## src/rtl/brd_pkg.sv

```systemverilog
package brd_pkg;
  localparam int CFG_W = 16;
  localparam logic [CFG_W-1:0] CFG_RESET = 16'hBFC0;

  typedef struct packed {
    logic       rm;      // 1: asynchronous page mode
    logic       rsv14;
    logic [2:0] lat;     // latency code
    logic       wpol;    // WAIT active level
    logic       hold2;   // two-clock data cycles
    logic       lead;    // WAIT clears one data cycle early
    logic       lin;     // linear sequence (always 1)
    logic       rise;    // rising-edge outputs
    logic [1:0] rsv54;
    logic [3:0] low;     // stored, no effect here
  } cfg_t;

  typedef enum logic [1:0] {S_IDLE, S_LAT, S_DATA} seq_state_e;

  function automatic cfg_t cfg_clean(input logic [CFG_W-1:0] raw);
    cfg_t c;
    c       = cfg_t'(raw);
    c.rsv14 = 1'b0;
    c.rsv54 = 2'b00;
    c.lin   = 1'b1;
    if (c.lat < 3'd2) c.lat = 3'd7;
    return c;
  endfunction
endpackage

```

## src/rtl/brd_cfg_reg.sv

```systemverilog
module brd_cfg_reg
  import brd_pkg::*;
(
  input  logic             clk,
  input  logic             rst,
  input  logic             load,
  input  logic [CFG_W-1:0] wdata,
  output cfg_t             cfg_q
);
  always_ff @(posedge clk) begin
    if (rst)       cfg_q <= cfg_t'(CFG_RESET);
    else if (load) cfg_q <= cfg_clean(wdata);
  end
endmodule

```

## src/rtl/brd_word_src.sv

```systemverilog
module brd_word_src #(
  parameter int              AW       = 8,
  parameter int              DW       = 16,
  parameter logic [DW-1:0]   SEED     = 16'h3C96,
  parameter logic [DW-1:0]   MIX      = 16'd257,
  parameter int              N_ID     = 2,
  parameter logic [N_ID*DW-1:0] ID_TABLE = {16'h88C1, 16'h0071},
  parameter int              CFG_OFF  = 5
) (
  input  logic [AW-1:0] rd_addr,
  input  logic          rd_id,
  input  logic [DW-1:0] cfg_word,
  output logic [DW-1:0] word
);
  logic [DW-1:0] arr_word;
  logic [DW-1:0] id_word;
  logic [DW-1:0] hit_word [N_ID];

  genvar g;
  generate
    for (g = 0; g < N_ID; g++) begin : g_id
      assign hit_word[g] = (rd_addr == AW'(g)) ? ID_TABLE[g*DW +: DW] : '0;
    end
  endgenerate

  always_comb begin
    arr_word = (DW'(rd_addr) * MIX) ^ SEED;
    id_word  = (rd_addr == AW'(CFG_OFF)) ? cfg_word : '0;
    for (int i = 0; i < N_ID; i++) id_word = id_word | hit_word[i];
    word = rd_id ? id_word : arr_word;
  end
endmodule

```

## src/rtl/brd_burst_seq.sv

```systemverilog
module brd_burst_seq
  import brd_pkg::*;
#(
  parameter int AW = 8,
  parameter int DW = 16
) (
  input  logic          clk,
  input  logic          rst,
  input  logic          ce,
  input  logic          adv,
  input  logic [AW-1:0] addr,
  input  logic          id_sel,
  input  logic          rm,
  input  logic [2:0]    lat,
  input  logic          wpol,
  input  logic          hold2,
  input  logic          lead,
  input  logic [DW-1:0] word,
  output logic [AW-1:0] rd_addr,
  output logic          rd_id,
  output logic [DW-1:0] dout_q,
  output logic          wait_q,
  output logic          in_data,
  output logic          rep_q
);
  seq_state_e    st;
  logic [3:0]    cnt;
  logic [3:0]    thr_q;
  logic [3:0]    thr_live;
  logic [2:0]    lat_q;
  logic [AW-1:0] ptr;
  logic [AW-1:0] step;
  logic          h2_q;
  logic          ph;

  // WAIT stays active while the phase count is below the threshold
  always_comb begin
    thr_live = {1'b0, lat} - (lead ? (hold2 ? 4'd2 : 4'd1) : 4'd0);
    step     = rep_q ? '0 : AW'(1);
    if (rm) begin
      rd_addr = addr;
      rd_id   = id_sel;
    end else if (st == S_DATA) begin
      rd_addr = ptr + step;
      rd_id   = rep_q;
    end else begin
      rd_addr = ptr;
      rd_id   = rep_q;
    end
  end

  assign in_data = (st == S_DATA);

  always_ff @(posedge clk) begin
    if (rst) begin
      st     <= S_IDLE;
      cnt    <= '0;
      thr_q  <= '0;
      lat_q  <= 3'd7;
      ptr    <= '0;
      h2_q   <= 1'b1;
      ph     <= 1'b0;
      rep_q  <= 1'b0;
      dout_q <= '0;
      wait_q <= 1'b0;
    end else if (!ce) begin
      st     <= S_IDLE;
      dout_q <= '0;
      wait_q <= ~wpol;
    end else if (rm) begin
      st     <= S_IDLE;
      dout_q <= word;
      wait_q <= ~wpol;
    end else if (adv) begin
      st     <= S_LAT;
      cnt    <= 4'd1;
      thr_q  <= thr_live;
      lat_q  <= lat;
      ptr    <= addr;
      h2_q   <= hold2;
      ph     <= 1'b0;
      rep_q  <= id_sel;
      dout_q <= '0;
      wait_q <= ~((thr_live != 4'd0) ^ wpol);
    end else begin
      case (st)
        S_LAT: begin
          cnt <= cnt + 4'd1;
          if (cnt == {1'b0, lat_q}) begin
            st     <= S_DATA;
            dout_q <= word;
            ph     <= 1'b0;
            wait_q <= ~wpol;
          end else begin
            dout_q <= '0;
            wait_q <= ~((cnt < thr_q) ^ wpol);
          end
        end
        S_DATA: begin
          wait_q <= ~wpol;
          if (!h2_q || ph) begin
            ptr    <= ptr + step;
            dout_q <= word;
            ph     <= 1'b0;
          end else begin
            ph <= 1'b1;
          end
        end
        default: begin
          dout_q <= '0;
          wait_q <= ~wpol;
        end
      endcase
    end
  end
endmodule

```

## src/rtl/brd_out_stage.sv

```systemverilog
module brd_out_stage #(
  parameter int DW = 16
) (
  input  logic          clk,
  input  logic          rst,
  input  logic          rise_sel,
  input  logic [DW-1:0] d_in,
  input  logic          w_in,
  output logic [DW-1:0] d_out,
  output logic          w_out
);
  logic [DW-1:0] d_f;
  logic          w_f;

  // half-clock retimed copy for falling-edge output mode
  always_ff @(negedge clk) begin
    if (rst) begin
      d_f <= '0;
      w_f <= 1'b0;
    end else begin
      d_f <= d_in;
      w_f <= w_in;
    end
  end

  assign d_out = rise_sel ? d_in : d_f;
  assign w_out = rise_sel ? w_in : w_f;
endmodule

```

## src/rtl/burst_read_engine.sv

```systemverilog
module burst_read_engine
  import brd_pkg::*;
#(
  parameter int                  AW       = 8,
  parameter logic [CFG_W-1:0]    SEED     = 16'h3C96,
  parameter logic [CFG_W-1:0]    MIX      = 16'd257,
  parameter int                  N_ID     = 2,
  parameter logic [N_ID*CFG_W-1:0] ID_TABLE = {16'h88C1, 16'h0071},
  parameter int                  CFG_OFF  = 5
) (
  input  logic             clk,
  input  logic             rst,
  input  logic             cfg_load,
  input  logic [CFG_W-1:0] cfg_wdata,
  input  logic             ce,
  input  logic             adv,
  input  logic [AW-1:0]    addr,
  input  logic             id_sel,
  output logic [CFG_W-1:0] dout,
  output logic             wait_o
);
  localparam int DW = CFG_W;

  cfg_t          cfg_q;
  logic [AW-1:0] src_addr;
  logic          src_id;
  logic [DW-1:0] src_word;
  logic [DW-1:0] seq_dout;
  logic          seq_wait;
  logic          seq_in_data;
  logic          seq_rep;

  brd_cfg_reg u_cfg (
    .clk   (clk),
    .rst   (rst),
    .load  (cfg_load),
    .wdata (cfg_wdata),
    .cfg_q (cfg_q)
  );

  brd_word_src #(
    .AW(AW), .DW(DW), .SEED(SEED), .MIX(MIX),
    .N_ID(N_ID), .ID_TABLE(ID_TABLE), .CFG_OFF(CFG_OFF)
  ) u_src (
    .rd_addr  (src_addr),
    .rd_id    (src_id),
    .cfg_word (cfg_q),
    .word     (src_word)
  );

  brd_burst_seq #(.AW(AW), .DW(DW)) u_seq (
    .clk     (clk),
    .rst     (rst),
    .ce      (ce),
    .adv     (adv),
    .addr    (addr),
    .id_sel  (id_sel),
    .rm      (cfg_q.rm),
    .lat     (cfg_q.lat),
    .wpol    (cfg_q.wpol),
    .hold2   (cfg_q.hold2),
    .lead    (cfg_q.lead),
    .word    (src_word),
    .rd_addr (src_addr),
    .rd_id   (src_id),
    .dout_q  (seq_dout),
    .wait_q  (seq_wait),
    .in_data (seq_in_data),
    .rep_q   (seq_rep)
  );

  brd_out_stage #(.DW(DW)) u_out (
    .clk      (clk),
    .rst      (rst),
    .rise_sel (cfg_q.rise),
    .d_in     (seq_dout),
    .w_in     (seq_wait),
    .d_out    (dout),
    .w_out    (wait_o)
  );
endmodule

```

## config.mk

```make
export PLATFORM = sky130hd
export DESIGN_NAME = burst_read_engine
export DESIGN_NICKNAME = d
export VERILOG_FILES = /design/src/rtl/brd_pkg.sv /design/src/rtl/brd_cfg_reg.sv /design/src/rtl/brd_word_src.sv /design/src/rtl/brd_burst_seq.sv /design/src/rtl/brd_out_stage.sv /design/src/rtl/burst_read_engine.sv
export SDC_FILE = /design/constraint.sdc
export NUM_CORES = 1
export LEC_CHECK = 0
export BUFFER_PORTS_ARGS = -buffer_cell sky130_fd_sc_hd__buf_2
export CAP_MARGIN = 25
export CORE_ASPECT_RATIO = 1.5
export CORE_MARGIN = 4
export CORE_UTILIZATION = 45
export CTS_CLUSTER_DIAMETER = 80
export CTS_CLUSTER_SIZE = 20
export DETAILED_ROUTE_END_ITERATION = 8
export PLACE_DENSITY = 0.7
export SLEW_MARGIN = 20
export SYNTH_ARGS = -nofsm -noshare
export SYNTH_HDL_FRONTEND = slang
export SYNTH_SLANG_ARGS = --single-unit
```

## constraint.sdc

```tcl
create_clock -name clk -period 4.1 [get_ports clk]
set_input_delay 0.41 -clock clk [delete_from_list [all_inputs] [get_ports clk]]
set_output_delay 0.41 -clock clk [all_outputs]
set_load 0.02 [all_outputs]
```

# After elaboration in Yosys (flattened, before gate mapping)

Cells that the tools add are included.

Logic and storage cells: 96
Memories kept: 0
Output and inout bits: 17
Bits in writable memories: 0
Bits in latches: 0
Register bits: 70
Memory bits (read-only): 0
Input bits: 30

Multipliers: 1
Multiplexer cells: 35
Eq/ne operators: 7
Divide/modulo/power cells: 0
Bitwise gates (word level): 10
Order comparisons: 2
Reductions and logical operators: 18
Add/subtract/negate cells: 3
Shift operators: 0

Operators with widths:

| kind                                                 | number |
|---|---|
| 2-to-1 mux 16 bit                                    | 8 |
| 2-to-1 mux 8 bit                                     | 5 |
| OR 16 bit                                            | 2 |
| case mux 16 bit (2 select lines)                     | 1 |
| multiplier 8 x 9 -> 16 bit (second input constant)   | 1 |
| 2-to-1 mux 1 bit                                     | 14 |
| 2-to-1 mux 4 bit                                     | 3 |
| adder 8 bit                                          | 1 |
| equality test 8 x 1 -> 1 bit (second input constant) | 1 |
| equality test 8 x 3 -> 1 bit (second input constant) | 1 |
| logical NOT 8 bit                                    | 1 |
| inverter 8 bit                                       | 1 |
| AND reduction 4 bit                                  | 2 |
| nonzero test 2 bit                                   | 4 |
| 2-to-1 mux 7 bit                                     | 1 |
| AND reduction 3 bit                                  | 2 |
| inverter 1 bit                                       | 5 |
| adder 4 x 1 -> 4 bit (second input constant)         | 1 |
| equality test 4 x 3 -> 1 bit                         | 1 |
| < comparator 4 bit                                   | 1 |
| != test 4 x 2 -> 1 bit (second input constant)       | 1 |
| AND reduction 2 bit                                  | 2 |
| nonzero test 4 bit                                   | 1 |
| OR reduction 4 bit                                   | 1 |
| other kinds (14)                                     | 15 |

# Depth between registers and ports, before layout

Gate-level depths: netlist of run 1.

Word-level depth: 13
Mapped depth: 9
Gate-level depth less buffers: 9

# Modules after synthesis

Synthesis of run 1 repeated with hierarchy kept, for this count alone.

Cells, all modules: 447
Area total of the unflattened synthesis: 3,930.0 um^2

Modules (own cells, without submodules):

| module        | times used | sequential area each (um^2) | cells an instance | area each (um^2) |
|---|---|---|---|---|
| brd_burst_seq | 1          | 820.8                       | 293               | 2,409.8 |
| brd_out_stage | 1          | 340.3                       | 55                | 715.7 |
| brd_cfg_reg   | 1          | 240.2                       | 49                | 509.2 |
| brd_word_src  | 1          | 0.0                         | 50                | 295.3 |

==> reports/qor.csv, run 1 <==
metric,value,unit
gr-usage-all-layers,18.5,%
gr-total-overflow,0,
cts_tree,built,
crit_arrival,3140,ps
post_drt_wl_per_cell,14.7,µm
portBuffers,42,
stdcell_count,584,
start_util,46.2,%
hold_start,cfg_wdata[6],
top_level_ports,47,
path_clk_slew,60,ps
synthAdderAreaFrac,4.26,%
cts_hold_buf,0,
final_util,53.4,%
cp-end-kind,primary output,
h-tree-depth,3,
numCtsBuffers,9,
muxShareOfSynthArea,8.97,%
die_area,0.00976,mm²
cp.buffers_inverters,1,
drtAntennaViolNets,0,
grt_pass1_wl,14300,µm
routed_wl,8590,µm
crit_chain,mux2_2 > buf_2,
tns,0,ps
drtIter0Drc,203,
synth_compound_area_share,18.4,%
rsz0062_at_grt,false,
finalHoldViolations,0,
drcViolationCount,0,
yosysWarningCount,0,
ctsRootBufferMaster,clkbuf_16,
syn_to_final_growth,15.7,%
ctsResizeCount,0,
ys_seq_area_share,37.9,%
place_ws,746,ps
syn_avg_cell_area,8.58,µm²
syn_area,0.00370,mm²
yosys.area_share.simple,24.0,%
status,finished clean,
p_per_area,405,mW/mm²
regToRegEndpoint,u_out.d_f[3],
synthesis.nets,473,
ys_types,61,
die_x,82.0,µm
gp_congestion,0.835,
synth_enable_flop_cells,0,
grt_pass1_vias,2987,
critPathMaxStageDelay,290,ps
routed_via_density,5.49,
clock_sinks,70,
cts_max_path_buffers,2,
endpoint,wait_o,
chipHeight,119,µm
critPathRequiredTime,3690,ps
power.total,1.73,mW
crit_cells,2,
skew,62.2,ps
path_class,flip-flop to primary output,
hp-class,input port to flip-flop,
rr_worst_depth,1,
finalSetupViolations,0,
r2r-start,u_seq.dout_q[3],
clk-insertion-delay-late,390,ps
tightest_slew,860,ps
cts_setup_buffers,0,
diodes,0,
synth-main-ff-cell,dfxtp_1,
synth_seq_cells,70,
cap_violations,0,
worst_slack,555,ps
relSlewSlack,42.4,%
via_count,3209,
antenna_found_initial,0,
syn_inst,431,
ir_drop,0.349,mV
drive_gt1_share,19.2,%
place_hpwl,6300,µm
fin_nets,516,
dp_cells,552,
synth-async-reset-ratio,0,%
r2r_slack,1470,ps
fp-row-count,40,
setup.worst_path.start_class,flip-flop,
cpMaxStageDelayCell,dfxtp_1,
first_pass_iters,4,
cp_top_family,flip-flops,
synth_top_family_by_area,simple AND/OR/NAND/NOR gates,
synth_xor_area_share,1.42,%
crit_start,u_out.w_f,
grt_max_degree,42,
cp_max_fo,1,
report.final.slew_viol_count,0,
leakage,1.78,nW
coreArea,0.00801,mm²
## layout by cell type (no fill, tap or decap), types with 3 or more instances in the layout
master,Yosys,routed
or4_1,3,3
o21a_1,3,3
mux2i_1,14,14
buf_2,2,42
nor2_1,38,38
ha_1,11,11
inv_1,14,30
o21ai_0,17,17
clkbuf_16,0,9
and2_1,5,5
nand2_1,49,49
nor3_1,6,6
xor2_1,6,6
mux2_2,17,17
dfxtp_1,70,70
a211oi_1,8,8
nor2b_1,26,26
nand2b_1,7,7
a32oi_1,4,4
a31oi_1,3,3
o211ai_1,6,6
nand4_1,11,11
nand3_1,12,12
nor3_2,3,3
a21oi_1,27,27
o21ai_1,4,4
## cell families (layout without fill, tap and decap cells)
group                    Yosys count  after routing
AND/OR/NAND/NOR                  172            172
AO/OA/AOI/OAI                     99             99
flip-flops                        70             70
buffers and inverters             41             89
multiplexers                      31             31
adder cells (fa/ha/maj)           12             12
XOR/XNOR                           6              6
## sequential cells by signal, indices dropped and copies added (netlist names)
name          cells
u_seq.wait_q      1
u_seq.cnt         4
u_cfg.cfg_q      12
u_out.w_f         1
u_seq.thr_q       4
u_seq.rep_q       1
u_out.d_f        16
u_seq.st          2
u_seq.h2_q        1
u_seq.ph          1
u_seq.lat_q       3
u_seq.dout_q     16
u_seq.ptr         8
## final cells by class
cell class                      instances  area [µm²]
Clock buffer                           10         239
Multi-Input combinational cell        320        2110
Inverter                               13        48.8
Timing Repair Buffer                   43         218
Sequential cell                        70        1400
Fill cell                             764        3730
Clock inverter                         23         126
Tap cell                              105         131
## synth_stat cells, types with 2 or more instances
cell type	instances	share of area (%)
nor3_2	3	0.81
ha_1	11	3.7
buf_2	2	0.27
clkbuf_1	14	1.4
nand2_1	49	5.0
nor3_1	6	0.81
o21ai_0	17	2.3
nand3_1	12	1.6
o211ai_1	6	1.2
a32oi_1	4	0.95
mux2i_1	14	3.8
a22oi_1	2	0.41
nand3_2	2	0.54
a211oi_2	2	0.68
a41oi_1	2	0.47
nand4_1	11	1.9
and3_1	2	0.34
o22ai_1	2	0.34
nor2_1	38	3.9
a21oi_1	27	3.7
buf_1	5	0.51
dfxtp_1	70	38
buf_6	2	0.61
buf_4	3	0.61
mux2_2	17	5.2
xor2_1	6	1.4
and2_1	5	0.85
inv_1	14	1.4
o21a_1	3	0.61
or4_1	3	0.61
a21o_1	2	0.41
o21ai_1	4	0.54
nand2b_1	7	1.2
a211oi_1	8	1.6
a22o_1	2	0.47
o31ai_1	2	0.41
a31oi_1	3	0.51
nor2b_1	26	4.4
## stage by stage
| step | hold WS, ps | area, µm² |
|---|---|---|
| 5_1_grt | 308 | 4280 |
| 2_1_floorplan | 432 | 3700 |
| 3_3_place_gp | 447 | 3920 |
| 3_5_place_dp | 451 | 3920 |
| 6_report | 297 | 4280 |
| 4_1_cts | 288 | 4280 |
## worst min-delay path by stage
stage                 endpoint  slack [ps]  cells past startpoint
2_1_floorplan  u_seq.dout_q[4]         430                      2
3_3_place_gp    u_seq.thr_q[3]         450                      2
3_5_place_dp    u_seq.thr_q[3]         450                      2
4_1_cts         u_cfg.cfg_q[9]         290                      3
5_1_grt        u_cfg.cfg_q[10]         310                      3
6_report        u_cfg.cfg_q[6]         300                      3
## metal layers
metal	routed length, µm	share of wire [%]	up-vias	global-route usage (%)
li1	-	-	1617	-
met1	3680	43	1524	22.1
met2	4500	52	56	32.0
met3	268	3.1	12	3.71
met4	148	1.7	0	6.44
met5	0	0	-	0
## power by group
group / leakage [nW] / internal [mW] / switching, mW
combinational: 0.981 / 0.0666 / 0.104
sequential: 0.569 / 0.703 / 0.0195
clock: 0.233 / 0.508 / 0.332
(Power assumes the default switching activity.)
==> inputs of run 2 (changes only) <==
--- a/config.mk
+++ b/config.mk
@@ -9,11 +9,12 @@
 export CAP_MARGIN = 25
 export CORE_ASPECT_RATIO = 1.5
 export CORE_MARGIN = 4
-export CORE_UTILIZATION = 45
+export CORE_UTILIZATION = 62
+export CTS_BUF_LIST = sky130_fd_sc_hd__clkbuf_16
 export CTS_CLUSTER_DIAMETER = 80
 export CTS_CLUSTER_SIZE = 20
 export DETAILED_ROUTE_END_ITERATION = 8
-export PLACE_DENSITY = 0.7
+export PLACE_DENSITY = 0.9
 export SLEW_MARGIN = 20
 export SYNTH_ARGS = -nofsm -noshare
 export SYNTH_HDL_FRONTEND = slang
==> run 2 against run 1 <==
Utilization grew 20 points. Combinational power is essentially flat. Non-clock buffer count grew 1. Register-to-register slack lost 20 ps. Critical path type unchanged. Largest cell class unchanged. Highest routed layer unchanged.
==> reports/qor.csv, run 2 (synthesis results as in run 1) <==
metric,value,unit,change
cpMaxStageDelayCell,dfxtp_1,,unchanged
cts_tree,built,,unchanged
cap_violations,0,,unchanged
ir_drop,0.253,mV,was 0.349 mV
path_clk_slew,60,ps,about the same
cp.buffers_inverters,1,,unchanged
antenna_found_initial,0,,unchanged
cts_setup_buffers,0,,unchanged
drive_gt1_share,19.4,%,was 19.2%
cp_top_family,flip-flops,,unchanged
clock_sinks,70,,unchanged
final_cell_mix,"70 x dfxtp_1, 49 x nand2_1, 42 x buf_2, 38 x nor2_1, 30 x inv_1",,unchanged
post_drt_wl_per_cell,16.5,µm,was 14.7 µm
grt_max_degree,32,,was 42
first_pass_iters,5,,was 4
grt_pass1_wl,14700,µm,was 14300 µm
skew,62.8,ps,was 62.2 ps
place_ws,941,ps,was 746 ps
drcViolationCount,0,,unchanged
critPathRequiredTime,3690,ps,about the same
worst_slack,534,ps,was 555 ps
gr-total-overflow,0,,unchanged
leakage,1.80,nW,was 1.78 nW
h-tree-depth,3,,unchanged
diodes,0,,unchanged
drtAntennaViolNets,0,,unchanged
ctsResizeCount,0,,unchanged
grt_pass1_vias,3143,,was 2987
numCtsBuffers,9,,unchanged
p_per_area,413,mW/mm²,was 405 mW/mm²
stdcell_count,552,,was 584
relSlewSlack,44.5,%,was 42.4%
die_x,71.1,µm,was 82.0 µm
routed_wl,9120,µm,was 8590 µm
tns,0,ps,unchanged
syn_to_final_growth,15.2,%,was 15.7%
rsz0062_at_grt,false,,unchanged
cp_max_fo,1,,unchanged
tightest_slew,827,ps,was 860 ps
crit_arrival,3160,ps,was 3140 ps
power.total,1.76,mW,was 1.73 mW
final_util,73.6,%,was 53.4%
die_area,0.00729,mm²,was 0.00976 mm²
finalSetupViolations,0,,unchanged
ctsRootBufferMaster,clkbuf_16,,unchanged
path_class,flip-flop to primary output,,unchanged
status,finished clean,,unchanged
finalHoldViolations,0,,unchanged
routed_via_density,6.12,,was 5.49
cts_max_path_buffers,2,,unchanged
setup.worst_path.start_class,flip-flop,,unchanged
top_level_ports,47,,unchanged
fp-row-count,34,,was 40
via_count,3376,,was 3209
coreArea,0.00579,mm²,was 0.00801 mm²
dp_cells,519,,was 552
chipHeight,103,µm,was 119 µm
start_util,63.9,%,was 46.2%
report.final.slew_viol_count,0,,unchanged
cp-end-kind,primary output,,unchanged
fin_nets,517,,was 516
drtIter0Drc,279,,was 203
final_common_cell,dfxtp_1,,unchanged
place_hpwl,6210,µm,was 6300 µm
gr-usage-all-layers,25.6,%,was 18.5%
hp-class,input port to flip-flop,,unchanged
clk-insertion-delay-late,400,ps,was 390 ps
critPathMaxStageDelay,300,ps,was 290 ps
portBuffers,42,,unchanged
gp_congestion,0.918,,was 0.835
largestRegisters,"u_out.d_f: 16 flops, u_seq.dout_q: 16 flops, u_cfg.cfg_q: 12 flops",,unchanged
crit_chain,mux2_2 > buf_2,,unchanged
cts_hold_buf,0,,unchanged
run 2: final cells by class:
cell class | count | area (µm²)
inverter | 13 | 48.8
sequential | 70 | 1400
clock buffer | 11 | 275
multi-input combinational | 320 | 2110
timing repair buffer | 44 | 233
tap | 72 | 90.1
fill | 425 | 1530
clock inverter | 22 | 100
run 2: power by group:
group / leakage [nW] / internal (mW) / total, mW / switching, mW
clock network: 0.245 / 0.509 / 0.860 / 0.351
logic: 0.989 / 0.0683 / 0.173 / 0.105
registers: 0.569 / 0.703 / 0.724 / 0.0215
run 2: through the flow:
step / hold slack (ps) / area [µm²]
after floorplan: 432 / 3700
final: 287 / 4260
after global routing: 297 / 4260
after CTS: 282 / 4250
after global placement: 445 / 3870
after detailed placement: 455 / 3870
run 2: worst paths after layout:
check	endpoint	cells after the start	startpoint	slack, ps
setup / recovery	dout[15]	2	u_out.d_f[15]	530
hold / removal	u_cfg.cfg_q[6]	3	cfg_wdata[6]	290
setup reg to reg	u_out.d_f[3]	1	u_seq.dout_q[3]	1450
hold reg to reg	u_seq.thr_q[3]	2	u_seq.thr_q[3]	460
run 2: metal layers:
layer  vias up  global-route usage (%)  share of wire [%]
li1       1627                       -                  -
met1      1589                    28.7                 39
met2       129                    44.9                 51
met3        31                    5.17                5.0
met4         0                    15.1                4.3
met5         -                       0                  0
run 2: tightest hold or removal path: cells and delay by family:
kind          cells  cell delay [ps]
mux               1               50
simple gates      1               50
buf+inv           1               70
==> inputs of run 3 (changes only) <==
==> constraint.sdc (replaced) <==
create_clock -name clk -period 4.4 [get_ports clk]
set_input_delay 0.44 -clock clk [delete_from_list [all_inputs] [get_ports clk]]
set_output_delay 0.44 -clock clk [all_outputs]
set_load 0.02 [all_outputs]
==> run 3 against run 2 <==
Register-to-register slack gained 160 ps. Global-route usage grew 0.51 points. Combinational power shrank 8%. Critical endpoint is now dout[9]. Largest power group unchanged. Highest routed layer unchanged.
==> reports/qor.csv, run 3 (synthesis results as in run 1) <==
metric,value,unit,change
critPathRequiredTime,3960,ps,was 3690 ps
largestRegisters,"u_out.d_f: 16 flops, u_seq.dout_q: 16 flops, u_cfg.cfg_q: 12 flops",,unchanged
hold_ws,312,ps,was 287 ps
place_ws,1070,ps,was 941 ps
cp_max_fo,1,,unchanged
cp_top_family,flip-flops,,unchanged
routed_wl,9120,µm,about the same
drcViolationCount,0,,unchanged
fill_cells,449,,was 425
numCtsBuffers,9,,unchanged
grt_pass1_wl,15000,µm,was 14700 µm
grt_max_degree,32,,unchanged
cp-end-kind,primary output,,unchanged
antenna_found_initial,0,,unchanged
h-tree-depth,3,,unchanged
use_met3,3.90,%,was 5.17%
start_util,63.9,%,unchanged
final_common_cell,dfxtp_1,,unchanged
use_met1,29.5,%,was 28.7%
cpMaxStageDelayCell,dfxtp_1,,unchanged
syn_to_final_growth,15.4,%,was 15.2%
ctsRootBufferMaster,clkbuf_16,,unchanged
multi_input_area,0.00211,mm²,unchanged
coreArea,0.00579,mm²,unchanged
portBuffers,42,,unchanged
leakage,1.81,nW,was 1.80 nW
crit_arrival,3300,ps,was 3160 ps
first_pass_iters,5,,unchanged
ir_drop,0.236,mV,was 0.253 mV
cts_setup_buffers,0,,unchanged
cap_violations,0,,unchanged
ctsResizeCount,0,,unchanged
place_hpwl,6300,µm,was 6210 µm
use_met2,46.2,%,was 44.9%
cts_hold_buf,0,,unchanged
die_x,71.1,µm,unchanged
top_usage_layer,met2,,unchanged
gr-total-overflow,0,,unchanged
path_class,flip-flop to primary output,,unchanged
final_cell_mix,"70 x dfxtp_1, 49 x nand2_1, 42 x buf_2, 38 x nor2_1, 31 x inv_1",,"was 70 x dfxtp_1, 49 x nand2_1, 42 x buf_2, 38 x nor2_1, 30 x inv_1"
grt_pass1_vias,3253,,was 3143
drtAntennaViolNets,0,,unchanged
tightest_slew,841,ps,was 827 ps
top_level_ports,47,,unchanged
stdcell_count,552,,unchanged
status,finished clean,,unchanged
tns,0,ps,unchanged
routed_via_density,6.10,,was 6.12
rsz0062_at_grt,false,,unchanged
clk-insertion-delay-late,400,ps,about the same
seqCellArea,0.00140,mm²,unchanged
critPathMaxStageDelay,290,ps,was 300 ps
gr-usage-all-layers,26.1,%,was 25.6%
drtIter0Drc,329,,was 279
chipHeight,103,µm,unchanged
fin_nets,517,,unchanged
die_area,0.00729,mm²,unchanged
gp_congestion,0.919,,was 0.918
setup.worst_path.start_class,flip-flop,,unchanged
via_count,3368,,was 3376
cp.buffers_inverters,1,,unchanged
relSlewSlack,43.6,%,was 44.5%
final_util,73.8,%,was 73.6%
path_clk_slew,60,ps,about the same
report.final.slew_viol_count,0,,unchanged
worst_slack,656,ps,was 534 ps
skew,67.2,ps,was 62.8 ps
drive_gt1_share,19.4,%,unchanged
post_drt_wl_per_cell,16.5,µm,about the same
clock_sinks,70,,unchanged
cts_max_path_buffers,2,,unchanged
finalSetupViolations,0,,unchanged
finalHoldViolations,0,,unchanged
dp_cells,519,,unchanged
crit_chain,mux2_2 > buf_2,,unchanged
hp-class,input port to flip-flop,,unchanged
p_per_area,391,mW/mm²,was 413 mW/mm²
cts_tree,built,,unchanged
diodes,0,,unchanged
fp-row-count,34,,unchanged
[run 3: cell types whose count changed in the layout (fill, tap and decap cells not counted)]
cell,before,now
bufinv_16,0,1
clkbuf_16,11,10
clkinv_1,1,0
inv_1,30,31
inv_4,1,0
inv_6,2,3
[run 3: worst paths after layout]
kind / from / endpoint / slack, ps / cells after the start
setup / recovery: u_out.d_f[9] / dout[9] / 660 / 2
hold / removal: cfg_wdata[6] / u_cfg.cfg_q[6] / 310 / 3
setup reg to reg: u_seq.dout_q[3] / u_out.d_f[3] / 1610 / 1
hold reg to reg: u_seq.thr_q[3] / u_seq.thr_q[3] / 460 / 2
[run 3: metrics by stage]
stage	total power [mW]	area (µm²)
6_report	1.67	4270
5_1_grt	1.73	4270
4_1_cts	1.67	4250
3_5_place_dp	0.867	3870
3_3_place_gp	0.860	3870
2_1_floorplan	0.821	3700
[run 3: final cells by class]
class / count / area share (%)
Clock buffer: 10 / 5.86
Clock inverter: 23 / 3.11
Inverter: 13 / 1.14
Multi-Input combinational cell: 320 / 49.5
Sequential cell: 70 / 32.8
Tap cell: 72 / 2.11
Timing Repair Buffer: 44 / 5.45
[run 3: worst min-delay path, cell delays in order]
cell and delay [ps]:
buf_2 80, mux2i_1 50, nand2_1 60
[run 3: layer usage]
layer	vias to the layer above	wire length (µm)
li1	1616	-
met1	1624	3650
met2	94	4660
met3	34	383
met4	0	431
met5	-	0
[run 3: power breakdown]
part           internal [mW]  switching [mW]  total, mW  leakage [nW]
sequential             0.655          0.0204      0.675         0.569
clock                  0.499           0.333      0.832         0.251
combinational         0.0637          0.0964      0.160         0.989
